<file path="src/rtl/cb_pkg.sv">
package cb_pkg;
   localparam int unsigned CFG_W = 32;

   // Bits needed to encode n distinct values (at least one).
   function automatic int unsigned enc_bits(input int unsigned n);
      return (n <= 1) ? 1 : $clog2(n);
   endfunction
endpackage

</file>
<file path="src/rtl/cb_cfg_reg.sv">
module cb_cfg_reg #(
   parameter int unsigned SEL_W  = 4,
   parameter int unsigned CFG_W  = 32,
   parameter int unsigned REG_AD = 0
) (
   input  logic             clk,
   input  logic             rst,
   input  logic             cfg_we,
   input  logic [CFG_W-1:0] cfg_addr,
   input  logic [CFG_W-1:0] cfg_wdata,
   output logic [SEL_W-1:0] sel_q,
   output logic [CFG_W-1:0] rd_data
);
   localparam logic [CFG_W-1:0] AD = CFG_W'(REG_AD);

   logic hit;
   logic unused_wdata_hi;

   assign hit             = (cfg_addr == AD);
   assign unused_wdata_hi = ^cfg_wdata;

   always_ff @(posedge clk) begin
      if (rst)                sel_q <= '0;
      else if (cfg_we && hit) sel_q <= cfg_wdata[SEL_W-1:0];
   end

   assign rd_data = hit ? CFG_W'(sel_q) : '0;

   AST_RST_ZERO: assert property (@(posedge clk) rst |=> sel_q == '0) else $error("reset");
   AST_WR_LOAD:  assert property (@(posedge clk) disable iff (rst)
                    (cfg_we && cfg_addr == AD) |=> sel_q == $past(cfg_wdata[SEL_W-1:0])) else $error("load");
   AST_NO_WR_HOLD: assert property (@(posedge clk) disable iff (rst)
                    !(cfg_we && cfg_addr == AD) |=> $stable(sel_q)) else $error("hold");
endmodule

</file>
<file path="src/rtl/cb_src_map.sv">
module cb_src_map #(
   parameter int unsigned            DATA_W  = 16,
   parameter int unsigned            NUM_TRK = 10,
   parameter int unsigned            NSRC    = 11,
   parameter logic [NUM_TRK-1:0]     TRK_MASK = '1,
   parameter logic [DATA_W-1:0]      FILL    = '0
) (
   input  logic [NUM_TRK*DATA_W-1:0]        trk_in,
   output logic [NSRC-1:0][DATA_W-1:0]      src
);
   for (genvar i = 0; i < NUM_TRK; i++) begin : g_trk
      if (TRK_MASK[i]) begin : g_present
         assign src[i] = trk_in[i*DATA_W +: DATA_W];
      end else begin : g_absent
         logic unused_slice;
         assign unused_slice = ^trk_in[i*DATA_W +: DATA_W];
         assign src[i] = FILL;
      end
   end
   if (NSRC > NUM_TRK) begin : g_const
      assign src[NUM_TRK] = FILL;
   end
endmodule

</file>
<file path="src/rtl/cb_sel_mux.sv">
module cb_sel_mux #(
   parameter int unsigned       DATA_W  = 16,
   parameter int unsigned       NSRC    = 11,
   parameter int unsigned       SEL_W   = 4,
   parameter int unsigned       NUM_TRK = 10,
   parameter bit                HAS_CONST = 1'b1,
   parameter logic [DATA_W-1:0] FILL    = '0
) (
   input  logic                        clk,
   input  logic                        rst,
   input  logic [SEL_W-1:0]            sel,
   input  logic [NSRC-1:0][DATA_W-1:0] src,
   output logic [DATA_W-1:0]           mux_o
);
   always_comb begin
      mux_o = FILL;
      for (int k = 0; k < NSRC; k++) begin
         if (sel == SEL_W'(k)) mux_o = src[k];
      end
   end

   AST_OOR_FILL: assert property (@(posedge clk) disable iff (rst)
                    (32'(sel) >= NSRC) |-> mux_o == FILL) else $error("oor");
   if (HAS_CONST) begin : g_chk_const
      AST_CONST_IDX: assert property (@(posedge clk) disable iff (rst)
                       (32'(sel) == NUM_TRK) |-> mux_o == FILL) else $error("const");
   end else begin : g_chk_zero
      AST_ZERO_FILL: assert property (@(posedge clk) disable iff (rst)
                       (32'(sel) >= NUM_TRK) |-> mux_o == '0) else $error("zero");
   end
endmodule

</file>
<file path="src/rtl/cb_track_sel.sv">
module cb_track_sel #(
   parameter int unsigned        DATA_W    = 16,
   parameter int unsigned        NUM_TRK   = 10,
   parameter logic [NUM_TRK-1:0] TRK_MASK  = 10'b11_1101_1111,
   parameter bit                 HAS_CONST = 1'b1,
   parameter logic [DATA_W-1:0]  CONST_VAL = 16'hA5C3
) (
   input  logic                      clk,
   input  logic                      rst,
   input  logic                      cfg_we,
   input  logic [31:0]               cfg_addr,
   input  logic [31:0]               cfg_wdata,
   output logic [31:0]               cfg_rdata,
   input  logic [NUM_TRK*DATA_W-1:0] trk_in,
   output logic [DATA_W-1:0]         cb_out
);
   import cb_pkg::*;

   localparam int unsigned       NSRC  = NUM_TRK + (HAS_CONST ? 1 : 0);
   localparam int unsigned       SEL_W = enc_bits(NSRC);
   localparam logic [DATA_W-1:0] FILL  = HAS_CONST ? CONST_VAL : '0;

   if (DATA_W < 1 || NUM_TRK < 1) begin : g_bad_size
      $error("cb_track_sel: DATA_W and NUM_TRK must be positive");
   end
   if (SEL_W > CFG_W) begin : g_bad_sel
      $error("cb_track_sel: select field wider than config data");
   end

   logic [SEL_W-1:0]            sel_q;
   logic [NSRC-1:0][DATA_W-1:0] src;

   cb_cfg_reg #(.SEL_W(SEL_W), .CFG_W(CFG_W), .REG_AD(0)) cfg_i (
      .clk(clk), .rst(rst), .cfg_we(cfg_we), .cfg_addr(cfg_addr),
      .cfg_wdata(cfg_wdata), .sel_q(sel_q), .rd_data(cfg_rdata));

   cb_src_map #(.DATA_W(DATA_W), .NUM_TRK(NUM_TRK), .NSRC(NSRC),
                .TRK_MASK(TRK_MASK), .FILL(FILL)) map_i (
      .trk_in(trk_in), .src(src));

   cb_sel_mux #(.DATA_W(DATA_W), .NSRC(NSRC), .SEL_W(SEL_W), .NUM_TRK(NUM_TRK),
                .HAS_CONST(HAS_CONST), .FILL(FILL)) mux_i (
      .clk(clk), .rst(rst), .sel(sel_q), .src(src), .mux_o(cb_out));

   AST_RDBK: assert property (@(posedge clk) disable iff (rst)
                (cfg_addr == 32'd0) |-> cfg_rdata == 32'(sel_q)) else $error("rdbk");
   AST_RDBK_OTHER: assert property (@(posedge clk) disable iff (rst)
                (cfg_addr != 32'd0) |-> cfg_rdata == 32'd0) else $error("rdbk0");

   for (genvar i = 0; i < NUM_TRK; i++) begin : g_chk
      if (TRK_MASK[i]) begin : g_p
         AST_TRK_FOLLOW: assert property (@(posedge clk) disable iff (rst)
                (32'(sel_q) == i) |-> cb_out == trk_in[i*DATA_W +: DATA_W]) else $error("follow");
      end else begin : g_m
         AST_MASKED_FILL: assert property (@(posedge clk) disable iff (rst)
                (32'(sel_q) == i) |-> cb_out == FILL) else $error("masked");
      end
   end
endmodule

</file>
<file path="config.mk">
export PLATFORM = sky130hd
export DESIGN_NAME = cb_track_sel
export DESIGN_NICKNAME = d
export VERILOG_FILES = /design/src/rtl/cb_pkg.sv /design/src/rtl/cb_cfg_reg.sv /design/src/rtl/cb_src_map.sv /design/src/rtl/cb_sel_mux.sv /design/src/rtl/cb_track_sel.sv
export SDC_FILE = /design/constraint.sdc
export NUM_CORES = 1
export LEC_CHECK = 0
export BUFFER_PORTS_ARGS = -buffer_cell sky130_fd_sc_hd__buf_2
export CORE_AREA = 2 2 108 110
export DETAILED_ROUTE_END_ITERATION = 6
export DIE_AREA = 0 0 110 112
export SLEW_MARGIN = 20
export SYNTH_ARGS = -nofsm -noshare
export SYNTH_HDL_FRONTEND = slang
export SYNTH_SLANG_ARGS = --single-unit
</file>
<file path="constraint.sdc">
create_clock -name clk -period 3.4 [get_ports clk]
set_input_delay 0.68 -clock clk [delete_from_list [all_inputs] [get_ports clk]]
set_output_delay 0.68 -clock clk [all_outputs]
set_load 0.05 [all_outputs]
</file>
## Word-level counts from Yosys, hierarchy flattened

Index checks and enable logic that the tools add are counted.

| storage, ports and cells | value |
|---|---|
| input port bits | 227 |
| bits in registers | 4 |
| output and inout bits | 48 |
| logic and storage cells | 26 |

| operators by class | value |
|---|---|
| reductions and logical operators | 3 |
| mux-type cells | 12 |
| equal/unequal tests | 10 |

Operators by type and width:

| operator | number |
|---|---|
| $mux 16 | 11 |
| $logic_not 32->1 | 1 |
| $eq 4x3->1 const B | 4 |
| $eq 4x4->1 const B | 3 |
| $eq 4x2->1 const B | 2 |
| $eq 4x1->1 const B | 1 |
| $logic_not 4->1 | 1 |
| $mux 4 | 1 |
| $logic_and 1x1->1 | 1 |

## Logic depth before layout (Yosys ltp)

Gate-level depths: netlist of run 1.

| logic depth | value |
|---|---|
| depth after elaboration | 12 |
| mapped depth | 7 |
| mapped depth without buffers | 4 |

## Cells and area by module

A second synthesis of run 1 with hierarchy kept.

| unflattened totals | value |
|---|---|
| cell total of the unflattened synthesis | 505 |
| area, all modules | 3,686.0 µm² |

By module, submodules not included:

| module | instances | seq. area each (µm²) | cells an instance | area an instance (µm²) |
|---|---|---|---|---|
| cb_sel_mux | 1 | 0.0 | 265 | 1,855.5 |
| cb_src_map | 1 | 0.0 | 178 | 1,328.8 |
| cb_cfg_reg | 1 | 80.1 | 62 | 501.7 |

## Worst setup path before layout of run 1

No wires, ideal clock.

| path | value |
|---|---|
| kind | register -> output |
| from | register cfg_i.sel_q[0] |
| to | output cb_out[0] |
| arrival time | 1,873 ps |
| data required time | 2,720 ps |
| buffers on the path | 3 |
| stages on the path, launching flop included | 7 |
| slack | 847 ps |
| cells stage by stage | dfxtp_1 -> buf_6 -> buf_6 -> nor2b_1 -> clkbuf_1 -> a21oi_1 -> o221ai_1 |

| on the way | value |
|---|---|
| longest elaborated chain between the ends | 12 |
| elaborated cells on any way between the ends | 22 |
| those cells by class | eq/ne: 10; mux: 11; reduce/logical: 1 |

RTL lines:

| item | RTL line | text |
|---|---|---|
| start: declaration | cb_cfg_reg.sv:11 | `output logic [SEL_W-1:0] sel_q,` |
| start signal: assignment | cb_cfg_reg.sv:24 | `else if (cfg_we && hit) sel_q <= cfg_wdata[SEL_W-1:0];` |
| $logic_not 4->1 | cb_sel_mux.sv:18 | `if (sel == SEL_W'(k)) mux_o = src[k];` |
| $mux 16 (10 in a row) | cb_sel_mux.sv:18 |  |
| $mux 16 (*) | cb_sel_mux.sv:18 |  |
| end: declaration | cb_track_sel.sv:15 | `output logic [DATA_W-1:0] cb_out` |

Mark *: on every way between the ends. The rest lies on a longest branch, timed or not.

## Worst setup path after layout of run 1

| path | value |
|---|---|
| from | register cfg_i.sel_q[0] |
| to | output cb_out[15] |

The elaborated chain is that of the path after synthesis.

==> results of run 1 <==
==> routing by layer <==
metal,track usage,part of all wire,vias up
met5,0,0,-
met4,0.02785,0.013,0
met3,0.02225,0.063,13
met2,0.2335,0.50,110
met1,0.1783,0.43,1309
li1,-,-,1295
==> synthesized netlist by cell type (all sizes together) <==
| cell | number | area share |
|---|---|---|
| a21oi | 24 | 0.062 |
| and2 | 4 | 0.013 |
| and3 | 1 | 0.0032 |
| buf | 45 | 0.17 |
| clkbuf | 6 | 0.012 |
| conb | 1 | 0.0019 |
| dfxtp | 4 | 0.041 |
| inv | 1 | 0.0019 |
| mux2i | 4 | 0.021 |
| mux4 | 16 | 0.20 |
| nand2 | 34 | 0.066 |
| nand2b | 11 | 0.035 |
| nand3 | 1 | 0.0026 |
| nand3b | 8 | 0.031 |
| nand4 | 2 | 0.0065 |
| nor2 | 19 | 0.041 |
| nor2b | 11 | 0.035 |
| nor3 | 1 | 0.0052 |
| nor4 | 8 | 0.026 |
| o211ai | 8 | 0.031 |
| o21a | 8 | 0.031 |
| o21ai | 8 | 0.021 |
| o221a | 8 | 0.046 |
| o221ai | 16 | 0.072 |
| or2 | 1 | 0.0032 |
| or3 | 8 | 0.026 |
==> worst paths after layout <==
check | from | endpoint | slack, ns | cells after the start
worst min register to register | cfg_i.sel_q[0] | cfg_i.sel_q[0] | 0.56 | 2
worst min-delay path | cfg_i.sel_q[0] | cfg_i.sel_q[0] | 0.56 | 2
worst max-delay path | cfg_i.sel_q[0] | cb_out[15] | 0.50 | 5
worst max register to register | cfg_i.sel_q[1] | cfg_i.sel_q[1] | 2.47 | 2
==> kinds of logic after synthesis <==
logic type / after synthesis / share of synthesized area
multiplexers: 20 / 0.2181
AO/OA/AOI/OAI: 72 / 0.2632
flip-flops: 4 / 0.04129
buffers and inverters: 52 / 0.1819
other: 1 / 0.001934
AND/OR/NAND/NOR: 109 / 0.2936
==> metrics by stage <==
| step | instance area [µm²] | hold slack, ns | setup WS, ns |
|---|---|---|---|
| 2_1_floorplan | 2041 | 0.5042 | 0.8467 |
| 3_3_place_gp | 2942 | 0.5357 | 0.7371 |
| 3_5_place_dp | 2942 | 0.5549 | 0.7389 |
| 4_1_cts | 3017 | 0.5593 | 0.4937 |
| 5_1_grt | 3017 | 0.5861 | 0.3580 |
| 6_report | 3017 | 0.5640 | 0.5036 |
==> report_power, final <==
group	total, mW	internal, mW	switching, mW	leakage (nW)
combinational	0.277	0.115	0.162	1.41
clock	0.185	0.150	0.0344	0.0370
sequential	0.0473	0.0473	0.0000000000333	0.0332
==> cells in the final DEF, fill, tap and decap left out, types with 3 or more instances in the layout <==
cell / netlist / final
buf_2: 8 / 202
nand2_1: 34 / 34
conb_1: 1 / 28
a21oi_1: 24 / 24
nor2_1: 18 / 18
o221ai_1: 16 / 16
nand2b_1: 11 / 11
nor2b_1: 11 / 11
mux4_2: 10 / 10
o21ai_0: 8 / 8
o21a_1: 8 / 8
o211ai_1: 8 / 8
o221a_2: 8 / 8
nand3b_1: 8 / 8
or3_1: 8 / 8
nor4_1: 8 / 8
mux4_1: 6 / 6
buf_4: 31 / 5
and2_1: 4 / 4
mux2i_1: 4 / 4
clkbuf_16: 0 / 3
==> tightest hold or removal path, cell delays in order (launching register included) <==
cell	delay [ns]
dfxtp_2	0.37
nand2b_1	0.09
mux2i_1	0.06
==> layout make-up <==
type	count	area (µm²)
sequential	4	82.58
inverter	1	3.754
tap	143	178.9
timing repair buffer	208	1069
multi-input combinational	229	1608
fill	1235	8158
clock buffer	3	75.07
==> results.ini, run 1 <==
[route]
routedWlPerCell_um = 15.05
via_count = 2727
first_pass_iters = 4
wl_mm = 8.847
drc_errors = 0
drtIter0Drc = 142
ant_nets = 0
via_per_inst = 4.638

[critical_path]
critPathRequiredTime_ns = 2.72
cp.arrival_ns = 2.22
start_kind = flip-flop
criticalPathCategory = flip-flop to output pin
cp_common_cell = o221ai_1
cpLargestDelayFamily = multiplexers
critical_path_peak_fanout = 31
worstPathCellList = buf_4 -> mux4_1 -> o221ai_1 -> o221ai_1 -> buf_2
critical_path_buf_inv_count = 2
slowest_delay_ns = 0.60
crit_slowest_cell = mux4_1
end_kind = output pin

[clock_network]
clkTransAtPathRegs_ns = 0.03
clkLatencyLatePin_ns = 0.22
holdBufCountCts = 0
cts_resized = 0
tritoncts = done
cts.sinks = 4
cts_max_level = 1
postCtsSetupBuffers = 0
clockBufferDepth = 2
numCtsBuffers = 3
cts_root_buf = clkbuf_16

[layout]
final_cells = 588
n_antenna_cell = 0
final_util = 0.2700
fin_nets = 674
regMostFlops = cfg_i.sel_q
reg.largest.list = cfg_i.sel_q (4)
largest_register_ffs = 4
areaGrowthSynthToFinish_pct = 55.55
drive_above_1_share = 0.5258

[sta]
rsz0062_at_grt = no
min_period_ns = 2.896
min_period_over_period = 0.8519
hold_violations = 0
max_slew.worst_pin.slew_ns = 0.8125
setup_viol = 0
timing.fmax_ghz = 0.3453
fin_skew_ns = 0
setup_tns_ns = 0
relSlewSlack = 0.4583
slew_viol_final = 0

[global_routing]
grt_antenna_before_repair = 0
grt_pass1_wl_mm = 13.26
grtUsageTotal = 0.1363
first_global_vias = 2648
overflow = 0
grt_max_degree = 35

[flow_run]
cap_viol_max_count = 0

[yosys]
synth.avg_cell_area_um2 = 7.517
syn_area_um2 = 1939
synth_seq_cells = 4
ys_warn_count = 0
synth.distinct_cells = 32
synth_seq_area_share = 0.04129
netlist_instances = 258

[placed_design]
portBuffers = 202
dp_cells = 585
routabilityCongestion = 0.8744
dp.final_hpwl_mm = 7.294

[die]
pin_count = 275
core_um2 = 11170
dieArea_um2 = 12320
die_w_um = 110
start_util = 0.1736
num_rows = 39
die_height_um = 112

[power_and_ir_drop]
power_per_cell_area_nw_per_um2 = 168.8
p_leak_nw = 1.479
peakVddDrop_uv = 260.8
finalPower_mw = 0.5092

[min_path]
hold_class = flip-flop to flip-flop

[run_status]
status = complete, no violations

(Power assumes the default switching activity.)
==> run 2: changes to the inputs <==
Settings changed: ABC_AREA from default to 1.
==> results.ini, run 2 <==
[yosys]
synth-compound-area-share = 0.06679  ; was 0.2632
yosys.area_share.simple = 0.6029  ; was 0.2935
synth_flop_cell = dfxtp_1  ; unchanged
synth_fa_ha_area_frac = 0  ; unchanged
synth_seq_area_share = 0.03816  ; was 0.04129
synth.area.top_cells = nand2_1, inv_1, nor2_1, buf_4, nand4_1  ; was buf_4, mux4_2, mux4_1, o221ai_1, nand2_1
syn_area_um2 = 2098  ; was 1939 µm²
synth.distinct_cells = 26  ; was 32
synth_seq_cells = 4  ; unchanged
synth_top_area_cell = nand2_1  ; was buf_4
ys_top_cells_by_count = nand2_1, inv_1, nor2_1  ; was nand2_1, buf_4, a21oi_1
yosys-mux-area-fraction = 0  ; was 0.2181
netlist_instances = 439  ; was 258
ys_warn_count = 0  ; unchanged
synth_edf_count = 0  ; unchanged
synth.avg_cell_area_um2 = 4.780  ; was 7.517 µm²
synthXorXnorAreaFrac = 0  ; unchanged
synth_top_family_by_area = simple AND/OR/NAND/NOR gates  ; unchanged
yosysTopAreaCellShare = 0.2809  ; was 0.1200
yosysMostFrequentCell = nand2_1  ; unchanged
async_flop_share = 0  ; unchanged

[layout]
mostFrequentLayoutCell = buf_2  ; unchanged
fin_nets = 863  ; was 674
areaGrowthSynthToFinish_pct = 52.65  ; was 55.55%
n_antenna_cell = 0  ; unchanged
final_cell_area_um2 = 3203  ; was 3017 µm²
drive_above_1_share = 0.3580  ; was 0.5258
largest_register_ffs = 4  ; unchanged
final_cell_mix = buf_2, nand2_1, inv_1  ; was buf_2, nand2_1, conb_1
regMostFlops = cfg_i.sel_q  ; unchanged
reg.largest.list = cfg_i.sel_q (4)  ; unchanged

[min_path]
min-delay-start = cfg_i.sel_q[3]  ; was cfg_i.sel_q[0]
whs_path_depth = 2  ; unchanged
hold_class = flip-flop to flip-flop  ; unchanged
worst_hold_path.endpoint = cfg_i.sel_q[3]  ; was cfg_i.sel_q[0]

[power_and_ir_drop]
peakVddDrop_uv = 124.7  ; was 260.8 µV
p_leak_nw = 1.970  ; was 1.479 nW
power_per_cell_area_nw_per_um2 = 157.9  ; was 168.8 nW/µm²

[clock_network]
cts_root_buf = clkbuf_16  ; unchanged
clkTransAtPathRegs_ns = 0.03  ; about the same
holdBufCountCts = 0  ; unchanged
clkLatencyLatePin_ns = 0.22  ; about the same
tritoncts = done  ; unchanged
numCtsBuffers = 3  ; unchanged
cts_resized = 0  ; unchanged
clockBufferDepth = 2  ; unchanged
cts_max_level = 1  ; unchanged
cts.sinks = 4  ; unchanged
postCtsSetupBuffers = 0  ; unchanged

[global_routing]
grt_max_degree = 32  ; was 35
first_global_vias = 2688  ; was 2648
grtUsageTotal = 0.1331  ; was 0.1363
overflow = 0  ; unchanged
grt_antenna_before_repair = 0  ; unchanged
grt_pass1_wl_mm = 12.60  ; was 13.26 mm

[route]
via_count = 3098  ; was 2727
routedWlPerCell_um = 11.61  ; was 15.05 µm
ant_nets = 0  ; unchanged
via_per_inst = 3.987  ; was 4.638
wl_mm = 9.024  ; was 8.847 mm
drtIter0Drc = 207  ; was 142
first_pass_iters = 4  ; unchanged
drc_errors = 0  ; unchanged

[critical_path]
end_kind = output pin  ; unchanged
r2r-end = cfg_i.sel_q[0]  ; was cfg_i.sel_q[1]
r2r_setup_slack_ns = 2.53  ; was 2.47 ns
critical_path_peak_fanout = 17  ; was 31
criticalPathCategory = flip-flop to output pin  ; unchanged
timing.rr.start = cfg_i.sel_q[0]  ; was cfg_i.sel_q[1]
critPathRequiredTime_ns = 2.72  ; about the same
cp.arrival_ns = 2.24  ; was 2.22 ns
reg2reg_depth = 3  ; was 2
start_kind = flip-flop  ; unchanged

[die]
pin_count = 275  ; unchanged
start_util = 0.1878  ; was 0.1736
core_um2 = 11170  ; unchanged
die_height_um = 112  ; unchanged
die_w_um = 110  ; unchanged
num_rows = 39  ; unchanged
dieArea_um2 = 12320  ; unchanged

[placed_design]
dp.final_hpwl_mm = 7.789  ; was 7.294 mm
routabilityCongestion = 0.7584  ; was 0.8744
place_area_um2 = 3128  ; was 2942 µm²
portBuffers = 202  ; unchanged

[sta]
relSlewSlack = 0.5165  ; was 0.4583
setup_viol = 0  ; unchanged
setup_tns_ns = 0  ; unchanged
rsz0062_at_grt = no  ; unchanged
min_period_over_period = 0.8594  ; was 0.8519
timing.fmax_ghz = 0.3422  ; was 0.3453 GHz
slew_viol_final = 0  ; unchanged
max_slew.worst_pin.slew_ns = 0.7229  ; was 0.8125 ns
min_period_ns = 2.922  ; was 2.896 ns
hold_slack_ns = 0.5980  ; was 0.5640 ns
fin_skew_ns = 0  ; unchanged
hold_violations = 0  ; unchanged

[run_status]
status = complete, no violations  ; unchanged

[flow_run]
cap_viol_max_count = 0  ; unchanged

==> run 2: changes by cell type after synthesis, sizes merged, moves of 6 or more <==
cell and change:
nand2 +125, inv +79, nor2 +44, nand3 +21
mux4 -16, nand4 +16, o221ai -16, nand2b -11
nor2b -11, o211ai -8, o21a -8, o221a -8
or3 -8, or2 +6
==> run 2: layout make-up <==
type                    count  area (µm²)
flip-flops and latches      4       80.08
multi-input cells         339        1513
fillers                  1307        7971
well taps                 143       178.9
clock buffers               3       75.07
repair buffers            208        1056
inverters                  80       300.3
==> run 2: worst max-delay path by stage <==
stage	start	endpoint	slack, ns
floorplan	cfg_addr[24]	cfg_rdata[0]	0.19
global placement	cfg_i.sel_q[1]	cb_out[3]	0.65
detailed placement	cfg_i.sel_q[1]	cb_out[3]	0.64
CTS	cfg_i.sel_q[1]	cb_out[3]	0.40
global route	cfg_i.sel_q[1]	cb_out[2]	0.22
finish	cfg_i.sel_q[1]	cb_out[3]	0.48
==> run 2: metrics by stage <==
| step | instances | total power [mW] | utilization | worst slack [ns] |
|---|---|---|---|---|
| 2_1_floorplan | 466 | 0.2244 | - | 0.1875 |
| 3_3_place_gp | 774 | 0.3227 | 0.2799 | 0.6457 |
| 3_5_place_dp | 774 | 0.3237 | 0.2799 | 0.6449 |
| 4_1_cts | 777 | 0.5112 | 0.2866 | 0.4006 |
| 5_1_grt | 777 | 0.5394 | 0.2866 | 0.2218 |
| 6_report | 777 | 0.5058 | 0.2866 | 0.4779 |
==> run 2: logic make-up after synthesis <==
| family | after synthesis |
|---|---|
| compound gates | 28 |
| other cells | 1 |
| buf+inv | 123 |
| simple gates | 283 |
| flops | 4 |
==> run 2: power breakdown <==
| part | switching, mW | leakage, nW | internal [mW] | total [mW] |
|---|---|---|---|---|
| clock | 0.0341 | 0.0370 | 0.150 | 0.184 |
| sequential | 0.0000000000445 | 0.0322 | 0.0473 | 0.0473 |
| combinational | 0.172 | 1.90 | 0.102 | 0.274 |
==> run 2: worst max-delay path, cell delays in order, from the launching register on <==
cell,delay (ns)
dfxtp_1,0.44
nor2_8,0.30
nand3_2,0.28
buf_4,0.27
or2_2,0.27
nand2_1,0.09
nand4_1,0.08
nand2_1,0.06
inv_1,0.03
buf_2,0.20
==> run 2: routing by layer <==
metal / track usage / wire length (µm) / vias up
met5: 0 / 0 / -
met4: 0.01013 / 26 / 0
met3: 0.01756 / 913 / 3
met2: 0.2724 / 4589 / 168
met1: 0.1450 / 3495 / 1260
li1: - / - / 1667
==> run 3: changes to the inputs <==
Settings changed: ABC_AREA 1 to default, CORE_AREA 2 2 108 110 to 2 2 107 109, DIE_AREA 0 0 110 112 to 0 0 109 111.
Clock period 3.4 ns to 2.77 ns, I/O delays scaled along.
==> results.ini, run 3 (synthesis results as in run 1) <==
[power_and_ir_drop]
p_sw_frac = 0.3884  ; was 0.4083
seqPwrFrac = 0.091  ; was 0.093
peakVddDrop_uv = 216.8  ; was 124.7 µV
p_sw_mw = 0.2434  ; was 0.2065 mW
finalPower_mw = 0.6268  ; was 0.5058 mW
power_per_cell_area_nw_per_um2 = 205.6  ; was 157.9 nW/µm²
clockPowerShare = 0.363  ; was 0.365
combPwrFrac = 0.546  ; was 0.542
internal-power_mw = 0.3834  ; was 0.2993 mW
p_leak_nw = 1.490  ; was 1.970 nW

[placed_design]
routabilityCongestion = 0.8633  ; was 0.7584
place_area_um2 = 2969  ; was 3128 µm²
dp.final_hpwl_mm = 7.278  ; was 7.789 mm
dp_cells = 587  ; was 774
portBuffers = 202  ; unchanged
pre_cts_ws_ns = 0.1729  ; was 0.6449 ns

[critical_path]
criticalPathCategory = flip-flop to output pin  ; unchanged
crit_slowest_cell = mux4_2  ; was dfxtp_1
timing.rr.start = cfg_i.sel_q[1]  ; was cfg_i.sel_q[0]
cp_common_cell = o221ai_1  ; was nand2_1
start_kind = flip-flop  ; unchanged
r2r-end = cfg_i.sel_q[1]  ; was cfg_i.sel_q[0]
reg2reg_depth = 2  ; was 3
cp.arrival_ns = 2.09  ; was 2.24 ns
worstPathCellList = buf_12 -> mux4_2 -> o221ai_1 -> o221ai_1 -> buf_2  ; was nor2_8 -> nand3_2 -> buf_4 -> or2_2 -> nand2_1 -> nand4_1 -> nand2_1 -> inv_1 -> buf_2
slowest_delay_ns = 0.58  ; was 0.44 ns
critPathRequiredTime_ns = 2.22  ; was 2.72 ns
critical_path_peak_fanout = 27  ; was 17
r2r_setup_slack_ns = 1.90  ; was 2.53 ns
end_kind = output pin  ; unchanged

[flow_run]
cap_viol_max_count = 0  ; unchanged

[clock_network]
numCtsBuffers = 3  ; unchanged
clkTransAtPathRegs_ns = 0.03  ; about the same
clockBufferDepth = 2  ; unchanged
cts_root_buf = clkbuf_16  ; unchanged
cts.sinks = 4  ; unchanged
tritoncts = done  ; unchanged
cts_max_level = 1  ; unchanged
holdBufCountCts = 0  ; unchanged
clkLatencyLatePin_ns = 0.23  ; was 0.22 ns

[die]
num_rows = 39  ; unchanged
die_w_um = 109  ; was 110 µm
pin_count = 275  ; unchanged
dieArea_um2 = 12100  ; was 12320 µm²
core_um2 = 11080  ; was 11170 µm²
start_util = 0.1751  ; was 0.1878
die_height_um = 111  ; was 112 µm

[run_status]
status = complete, no violations  ; unchanged

[global_routing]
grt_pass1_wl_mm = 13.43  ; was 12.60 mm
grt_max_degree = 41  ; was 32
grtUsageTotal = 0.1391  ; was 0.1331
overflow = 0  ; unchanged
first_global_vias = 2733  ; was 2688
grt_antenna_before_repair = 1  ; was 0

[sta]
setup_viol = 0  ; unchanged
slew_viol_final = 0  ; unchanged
relSlewSlack = 0.6637  ; was 0.5165
min_period_ns = 2.644
fin_skew_ns = 0  ; unchanged
hold_violations = 0  ; unchanged
rsz0062_at_grt = no  ; unchanged
timing.final.ws_setup_ns = 0.1263  ; was 0.4779 ns
hold_slack_ns = 0.5808  ; was 0.5980 ns
max_slew.worst_pin.slew_ns = 0.5045  ; was 0.7229 ns
setup_tns_ns = 0  ; unchanged
timing.fmax_ghz = 0.3783
min_period_over_period = 0.9544

[layout]
final_cell_mix = buf_2, nand2_1, conb_1  ; was buf_2, nand2_1, inv_1
n_antenna_cell = 0  ; unchanged
regMostFlops = cfg_i.sel_q  ; unchanged
final_util = 0.2753  ; was 0.2866
fin_nets = 676  ; was 863
mostFrequentLayoutCell = buf_2  ; unchanged
largest_register_ffs = 4  ; unchanged
multiInputGateArea_um2 = 1610  ; was 1513 µm²
final_cells = 590  ; was 777
final_cell_area_um2 = 3049  ; was 3203 µm²
fillers = 1227  ; was 1307
drive_above_1_share = 0.5302  ; was 0.3580
areaGrowthSynthToFinish_pct = 57.23  ; was 52.65%
regArea_um2 = 85.08  ; was 80.08 µm²
reg.largest.list = cfg_i.sel_q (4)  ; unchanged

[route]
first_pass_iters = 4  ; unchanged
drc_errors = 0  ; unchanged
ant_nets = 0  ; unchanged
met1_length_mm = 3.780  ; was 3.495 mm
drtIter0Drc = 146  ; was 207
via_count = 2752  ; was 3098
wl_met3_um = 626  ; was 913 µm
via_per_inst = 4.664  ; was 3.987
highest-signal-layer = met4  ; unchanged
wl_met2_mm = 4.253  ; was 4.589 mm
routedWlPerCell_um = 14.83  ; was 11.61 µm
wl_mm = 8.750  ; was 9.024 mm

[min_path]
whs_path_depth = 2  ; unchanged
min-delay-start = cfg_i.sel_q[0]  ; was cfg_i.sel_q[3]
hold_class = flip-flop to flip-flop  ; unchanged
worst_hold_path.endpoint = cfg_i.sel_q[0]  ; was cfg_i.sel_q[3]

run 3: changes by cell type in the layout (fill, tap and decap cells not counted), sizes merged, moves of 11 or more:
cell | previous run | this run
nor2b | 0 | 11
o221ai | 0 | 16
nor2 | 63 | 19
nand3 | 22 | 1
nand2 | 159 | 34
nand2b | 0 | 11
inv | 80 | 1
nand4 | 18 | 2
mux4 | 0 | 16
run 3: worst max path at each step:
stage | end | from | depth (start not counted)
after floorplan | cb_out[0] | cfg_i.sel_q[0] | 6
after global placement | cb_out[11] | cfg_i.sel_q[1] | 6
after detailed placement | cb_out[11] | cfg_i.sel_q[1] | 6
after CTS | cb_out[2] | cfg_i.sel_q[3] | 5
after global routing | cb_out[11] | cfg_i.sel_q[1] | 6
final | cb_out[10] | cfg_i.sel_q[0] | 5
run 3: final cells by class:
type | count | area share
flip-flops and latches | 4 | 0.02790
clock buffers | 3 | 0.02462
multi-input cells | 229 | 0.5281
inverters | 1 | 0.001231
repair buffers | 210 | 0.3595
well taps | 143 | 0.05868
run 3: power by group through the flow:
stage               clock network, mW  registers (mW)  logic (mW)
finish                          0.227          0.0570       0.343
global placement                    0          0.0588       0.337
CTS                             0.230          0.0570       0.343
floorplan                           0          0.0588       0.223
detailed placement                  0          0.0588       0.342
global route                    0.235          0.0570       0.369
run 3: worst max-delay path, delay by kind of cell, from the launching register on:
family / cells / cell delay [ns]
muxes: 1 / 0.58
AOI/OAI and AO/OA: 2 / 0.36
buffers and inverters: 2 / 0.46
DFF: 1 / 0.44
run 3: timing repair:
| action | in CTS | in global routing |
|---|---|---|
| gates resized for setup | 1 | 1 |
| setup endpoints to repair | 7 | 16 |
| setup buffers | 0 | 0 |
run 3: metal layers:
| metal | vias up | track usage |
|---|---|---|
| li1 | 1297 | - |
| met1 | 1290 | 0.1868 |
| met2 | 153 | 0.2389 |
| met3 | 12 | 0.01881 |
| met4 | 0 | 0.02137 |
| met5 | - | 0 |
